<file path="config.mk">
export PLATFORM = sky130hd
export DESIGN_NAME = bus_arbiter_boost
export DESIGN_NICKNAME = d
export VERILOG_FILES = /design/src/rtl/bus_arb_pkg.sv /design/src/rtl/arb_cfg_reg.sv /design/src/rtl/arb_fixed_pick.sv /design/src/rtl/arb_rr_pick.sv /design/src/rtl/arb_grant_ctrl.sv /design/src/rtl/bus_arbiter_boost.sv
export SDC_FILE = /design/constraint.sdc
export NUM_CORES = 1
export LEC_CHECK = 0
export BUFFER_PORTS_ARGS = -buffer_cell sky130_fd_sc_hd__buf_2
export CAP_MARGIN = 20
export CORE_MARGIN = 3
export CORE_UTILIZATION = 25
export DETAILED_ROUTE_END_ITERATION = 12
export GPL_TIMING_DRIVEN = 1
export PLACE_DENSITY = 0.59
export SLEW_MARGIN = 20
export SYNTH_ARGS = -nofsm -noshare
export SYNTH_HDL_FRONTEND = slang
export SYNTH_SLANG_ARGS = --single-unit
</file>
<file path="constraint.sdc">
create_clock -name clk -period 4.1 [get_ports clk]
set_clock_uncertainty 0.1 [all_clocks]
set_input_delay 0.205 -clock clk [delete_from_list [all_inputs] [get_ports clk]]
set_output_delay 0.205 -clock clk [all_outputs]
set_load 0.01 [all_outputs]
</file>
<file path="src/rtl/bus_arb_pkg.sv">
// Shared constants and types for the bus arbiter.
// Assumes a 32-bit control register; bit positions are fixed here.
package bus_arb_pkg;
    localparam int CFG_W        = 32;
    localparam int MODE_BIT     = 0;
    localparam int BOOST_EN_BIT = 22;
    localparam int BOOST_ST_BIT = 23;

    typedef enum logic {
        PRIO_FIXED  = 1'b0,
        PRIO_ROTATE = 1'b1
    } prio_mode_e;
endpackage

</file>
<file path="src/rtl/arb_cfg_reg.sv">
// Control/status register: holds the priority mode and the boost enable,
// and derives the live boost status from the interrupt input.
// Assumes the caller gives a single-cycle write strobe; reads are combinational.
module arb_cfg_reg
    import bus_arb_pkg::*;
(
    input  logic             clk,
    input  logic             rst_n,
    input  logic             wr_en,
    input  logic [CFG_W-1:0] wr_data,
    input  logic             irq_pending,
    output prio_mode_e       mode,
    output logic             boost_act,
    output logic [CFG_W-1:0] rd_data
);
    logic boost_en;
    logic unused_wr_bits;

    // Register the writable fields; the status bit is never stored.
    always_ff @(posedge clk) begin
        if (!rst_n) begin
            mode     <= PRIO_FIXED;
            boost_en <= 1'b0;
        end else if (wr_en) begin
            mode     <= prio_mode_e'(wr_data[MODE_BIT]);
            boost_en <= wr_data[BOOST_EN_BIT];
        end
    end

    // The boost is live only while enabled and an interrupt is pending.
    assign boost_act = boost_en & irq_pending;

    // Assemble the read view; unused bits read zero.
    always_comb begin
        rd_data               = '0;
        rd_data[MODE_BIT]     = mode;
        rd_data[BOOST_EN_BIT] = boost_en;
        rd_data[BOOST_ST_BIT] = boost_act;
    end

    assign unused_wr_bits = ^{wr_data[CFG_W-1:BOOST_EN_BIT+1],
                              wr_data[BOOST_EN_BIT-1:MODE_BIT+1]};
endmodule

</file>
<file path="src/rtl/arb_fixed_pick.sv">
// Fixed-priority selector. Normal order is ascending index with the core
// (top index) last. When the boost is active the core moves to second place,
// directly behind index 0. Purely combinational.
module arb_fixed_pick #(
    parameter int N     = 4,
    parameter int IDX_W = $clog2(N)
) (
    input  logic [N-1:0]     req,
    input  logic             boost,
    output logic             found,
    output logic [IDX_W-1:0] idx
);
    localparam int CORE = N - 1;

    // Map a priority position to a master index.
    function automatic int pos_to_master(int p, logic b);
        if (!b || p == 0) return p;
        if (p == 1)       return CORE;
        return p - 1;
    endfunction

    // Scan from the lowest priority up so the highest-priority hit wins.
    always_comb begin
        found = 1'b0;
        idx   = '0;
        for (int p = N - 1; p >= 0; p--) begin
            if (req[pos_to_master(p, boost)]) begin
                found = 1'b1;
                idx   = IDX_W'(pos_to_master(p, boost));
            end
        end
    end
endmodule

</file>
<file path="src/rtl/arb_rr_pick.sv">
// Rotating-priority selector: the search starts at the index after the last
// owner and wraps, so the last owner is considered last. Combinational.
module arb_rr_pick #(
    parameter int N     = 4,
    parameter int IDX_W = $clog2(N)
) (
    input  logic [N-1:0]     req,
    input  logic [IDX_W-1:0] last_idx,
    output logic             found,
    output logic [IDX_W-1:0] idx
);
    // Walk offsets from farthest to nearest so the nearest requester wins.
    always_comb begin
        found = 1'b0;
        idx   = '0;
        for (int off = N; off >= 1; off--) begin
            int cand;
            cand = int'(last_idx) + off;
            if (cand >= N) cand = cand - N;
            if (req[cand]) begin
                found = 1'b1;
                idx   = IDX_W'(cand);
            end
        end
    end
endmodule

</file>
<file path="src/rtl/arb_grant_ctrl.sv">
// Ownership state: issues a registered one-hot grant from an idle cycle,
// holds it while the owner requests, and clears it after release.
// Remembers the last owner for the rotating selector.
module arb_grant_ctrl #(
    parameter int N     = 4,
    parameter int IDX_W = $clog2(N)
) (
    input  logic             clk,
    input  logic             rst_n,
    input  logic [N-1:0]     req,
    input  logic             pick_found,
    input  logic [IDX_W-1:0] pick_idx,
    output logic [N-1:0]     gnt,
    output logic [IDX_W-1:0] last_idx
);
    localparam logic [N-1:0]     ONE      = {{(N-1){1'b0}}, 1'b1};
    localparam logic [IDX_W-1:0] LAST_RST = IDX_W'(N - 1);

    logic bus_idle;
    logic owner_done;

    assign bus_idle   = (gnt == '0);
    assign owner_done = ((req & gnt) == '0);

    // Grant on idle, hold while owned, release one cycle after the request drops.
    always_ff @(posedge clk) begin
        if (!rst_n) begin
            gnt      <= '0;
            last_idx <= LAST_RST;
        end else if (bus_idle) begin
            if (pick_found) begin
                gnt      <= ONE << pick_idx;
                last_idx <= pick_idx;
            end
        end else if (owner_done) begin
            gnt <= '0;
        end
    end
endmodule

</file>
<file path="src/rtl/bus_arbiter_boost.sv">
// Non-preemptive bus arbiter for NUM_MASTERS requesters with fixed or rotating
// priority and an interrupt-driven priority raise for the core (top index).
// Assumes NUM_MASTERS >= 3 and that requesters hold req until granted.
module bus_arbiter_boost
    import bus_arb_pkg::*;
#(
    parameter int NUM_MASTERS = 4
) (
    input  logic                   clk,
    input  logic                   rst_n,
    input  logic [NUM_MASTERS-1:0] req,
    input  logic                   irq_pending,
    input  logic                   cfg_wr_en,
    input  logic [CFG_W-1:0]       cfg_wr_data,
    output logic [CFG_W-1:0]       cfg_rd_data,
    output logic [NUM_MASTERS-1:0] gnt
);
    localparam int IDX_W = $clog2(NUM_MASTERS);

    prio_mode_e       mode;
    logic             boost_act;
    logic             fx_found, rr_found, sel_found;
    logic [IDX_W-1:0] fx_idx, rr_idx, sel_idx, last_idx;

    arb_cfg_reg u_cfg (
        .clk         (clk),
        .rst_n       (rst_n),
        .wr_en       (cfg_wr_en),
        .wr_data     (cfg_wr_data),
        .irq_pending (irq_pending),
        .mode        (mode),
        .boost_act   (boost_act),
        .rd_data     (cfg_rd_data)
    );

    arb_fixed_pick #(.N(NUM_MASTERS), .IDX_W(IDX_W)) u_fixed (
        .req   (req),
        .boost (boost_act),
        .found (fx_found),
        .idx   (fx_idx)
    );

    arb_rr_pick #(.N(NUM_MASTERS), .IDX_W(IDX_W)) u_rr (
        .req      (req),
        .last_idx (last_idx),
        .found    (rr_found),
        .idx      (rr_idx)
    );

    // Choose the selector that the mode bit names.
    always_comb begin
        if (mode == PRIO_ROTATE) begin
            sel_found = rr_found;
            sel_idx   = rr_idx;
        end else begin
            sel_found = fx_found;
            sel_idx   = fx_idx;
        end
    end

    arb_grant_ctrl #(.N(NUM_MASTERS), .IDX_W(IDX_W)) u_own (
        .clk        (clk),
        .rst_n      (rst_n),
        .req        (req),
        .pick_found (sel_found),
        .pick_idx   (sel_idx),
        .gnt        (gnt),
        .last_idx   (last_idx)
    );
endmodule

</file>
==> impl_metrics.csv <==
group,metric,value,unit
sta,fin_worst_hold_slack,0.102,ns
routing,antenna_left,0,
cells_and_area,fin_cells,162,
critical_path,crit_arrival,2.04,ns
clock_network,post_cts_buffers,0,
floorplan,initial_utilization,26.7,%
grt,overflow,0,
synth,ys.flop_type,"dfxtp_1",
floorplan,die_area,4410,um^2
routing,drtIter0Drc,22,
routing,highest_layer,"met4",
synth,yosysWarningCount,0,
routing,avgViaCountPerCell,4.36,
synth,synth-edff-count,0,
synth,synth_cell_types,38,
sta,setup_viol,0,
placement,dpl.hpwl,1310,um
clock_network,cts_sinks,8,
run_status,status,"completed",
sta,grt_setup_unrepaired,"no",
sta,final-hold-violation-count,0,
cells_and_area,drive_above_1_share,25.0,%
grt,grt_max_degree,13,
synth,ys_seq_area_share,17.6,%
cells_and_area,antenna_cells,0,
sta,slew_violations,0,
routing,wl_per_cell,10.0,um
grt,track_usage,7.61,%
floorplan,core_area,3420,um^2
sta,worstMarginPinSlew,0.566,ns
floorplan,die_h,66.4,um
hold_path,hp-start,"rst_n",
clock_network,cts_buffer_depth,2,
cells_and_area,fin_nets,158,
routing,drt-met1-wl,694,um
routing,drcViolationCount,0,
hold_path,hold_depth,2,
grt,grt_pass1_vias,540,
cells_and_area,multi_input_area,547,um^2
critical_path,endpoint_kind,"register",
sta,fin_crit,2.00,ns
placement,gp_congestion,0.712,
critical_path,cp.required,4.14,ns
grt,antenna_found_initial,0,
cells_and_area,final_area,878,um^2
sta,setup_tns,0,ns
cells_and_area,seqCellArea,160,um^2
synth,netlist_instances,107,
clock_network,cts_buffers,3,
critical_path,r2r_start,"u_own.last_idx[1]$_SDFFE_PN1P_",
sta,max_slew_margin,61.8,%
clock_network,worstSkewPairLatency,0.25,ns
sta,max_freq,499,MHz
routing,wl_met3,123,um
power,powerDensity,320,nW/um^2
synth,avgSynthCellArea,8.52,um^2
power,p_leak,0.434,nW
placement,dp_cells,159,
critical_path,cp_max_fo,11,
clock_network,clk_pin_slew,0.05,ns
power,finalPower,0.000281,W
clock_network,h-tree-depth,1,
hold_path,hold_path.class,"input pin to register",
cells_and_area,syn_to_final_growth,-3.70,%
floorplan,io_pins,76,
placement,numPortBuffers,16,
clock_network,cts-root-buf,"clkbuf_4",
power,max-vdd-ir-drop,0.000194,V
floorplan,rows,21,
synth,async_flop_share,0,%
clock_network,ctsHoldBuffers,0,
critical_path,startpoint_type,"register",
routing,met2_length,789,um
sta,final.period_utilization,48.9,%
clock_network,cts_tree,"built",
placement,dpl_cell_area,856,um^2
critical_path,regToRegSetupSlack,2.10,ns
routing,wirelength,1620,um
routing,drt_pre_antenna_iters,4,
clock_network,postCtsResizedCells,0,
hold_path,holdPathEnd,"u_own.last_idx[1]$_SDFFE_PN1P_",
cells_and_area,n_fill_cell,412,
grt,grt_pass1_wl,2620,um
critical_path,rr_endpoint,"u_own.gnt[3]$_SDFFE_PN0P_",
floorplan,chipWidth,66.4,um
synth,syn_area,912,um^2
flow_run,drv_cap,0,
synth,ys_seq_elements,8,
routing,vias,707,
critical_path,reg2reg_depth,5,
critical_path,critical_path_class,"register to register",
[synthesized netlist by cell type, types with 2 or more instances]
cell type  count  area share [%]
dfxtp_1        8              18
a211oi_1       2             1.6
mux2i_1        4             4.4
a21oi_1        4             2.2
a22oi_1        2             1.6
nor2b_1        2             1.4
o211ai_1       2             1.6
nand2_1        5             2.1
nor3_1         2             1.1
buf_6          2             2.5
inv_1          3             1.2
buf_4         35              29
nor2_1         2            0.82
nand3b_1       2             1.6
o21ai_0        4             2.2
a32o_2         4             4.9
nand2b_1       2             1.4
nand3_1        2             1.1
[cells by family after synthesis]
kind of cell	count (synthesis)	synth area share [%]
AOI/OAI and AO/OA	28	24.7
buffers and inverters	41	34.0
DFF	8	17.6
muxes	5	5.62
other	1	0.411
and+or+nand+nor	24	17.7
[per-layer routing]
metal,vias up,global-route usage (%)
li1,348,-
met1,325,10.1
met2,32,11.9
met3,2,1.53
met4,0,3.05
met5,-,0
[per-stage QoR]
step / utilization [%] / setup WS, ns
6_report: 25.7 / 2.10
5_1_grt: 25.7 / 2.03
4_1_cts: 25.7 / 2.10
3_5_place_dp: 25.1 / 2.12
3_3_place_gp: 25.1 / 2.13
2_1_floorplan: - / 2.35
[worst max-delay path by stage]
stage,from,end,slack (ns),cells past startpoint
final,u_own.last_idx[1]$_SDFFE_PN1P_,u_own.gnt[3]$_SDFFE_PN0P_,2.10,5
after global routing,u_own.last_idx[1]$_SDFFE_PN1P_,u_own.gnt[3]$_SDFFE_PN0P_,2.03,5
after CTS,u_own.last_idx[1]$_SDFFE_PN1P_,u_own.gnt[3]$_SDFFE_PN0P_,2.10,5
after detailed placement,u_own.last_idx[1]$_SDFFE_PN1P_,u_own.gnt[3]$_SDFFE_PN0P_,2.12,5
after global placement,u_own.last_idx[1]$_SDFFE_PN1P_,u_own.gnt[3]$_SDFFE_PN0P_,2.13,5
after floorplan,u_own.last_idx[1]$_SDFFE_PN1P_,u_own.gnt[1]$_SDFFE_PN0P_,2.35,6
[sequential cells by signal, indices dropped and copies added, names as in the netlist]
register and flops:
u_cfg.mode 1, u_own.gnt 4, u_cfg.boost_en 1, u_own.last_idx 2
[critical path, stage by stage, from the launching register on]
cell and delay, ns:
dfxtp_1 0.57, mux2i_1 0.23, nand4_1 0.13, a221o_1 0.42, and3_4 0.20, a32o_2 0.26
[cells in the final DEF, fill, tap and decap left out]
master	synthesis	final
nand2_1	5	5
buf_2	0	16
o21ai_0	4	4
nand3_1	2	2
a221oi_1	1	1
a21oi_1	4	4
a211oi_1	2	2
clkbuf_4	0	3
and3_4	1	1
nor2_8	1	1
nand2b_2	1	1
mux2i_1	4	4
nor2b_1	2	2
a32o_2	4	4
nand4_1	1	1
nor3_1	2	2
o311ai_0	1	1
a311o_1	1	1
dfxtp_1	8	8
inv_1	3	3
a221o_1	1	1
a21boi_0	1	1
nor2b_4	1	1
o221ai_2	1	1
and2b_1	1	1
o211ai_1	2	2
a21o_1	1	1
nand2b_1	2	2
o221ai_1	1	1
o311a_1	1	1
a311oi_1	1	1
or4_1	1	1
a22oi_1	2	2
nand3b_1	2	2
mux2_2	1	1
nor2_1	2	2
conb_1	1	29
[power by group]
part	internal, W	switching (W)
combinational	0.0000498	0.0000618
sequential	0.0000894	0.0000229
clock	0.0000333	0.0000236
total	0.000172	0.000108
[final cells by class]
cell class | count | share of cell area [%]
clock buffers | 3 | 2.56
inverters | 3 | 1.28
multi-input cells | 86 | 62.3
flip-flops and latches | 8 | 18.2
well taps | 46 | 6.55
repair buffers | 16 | 9.12
Power figures use the tool's default switching activity.
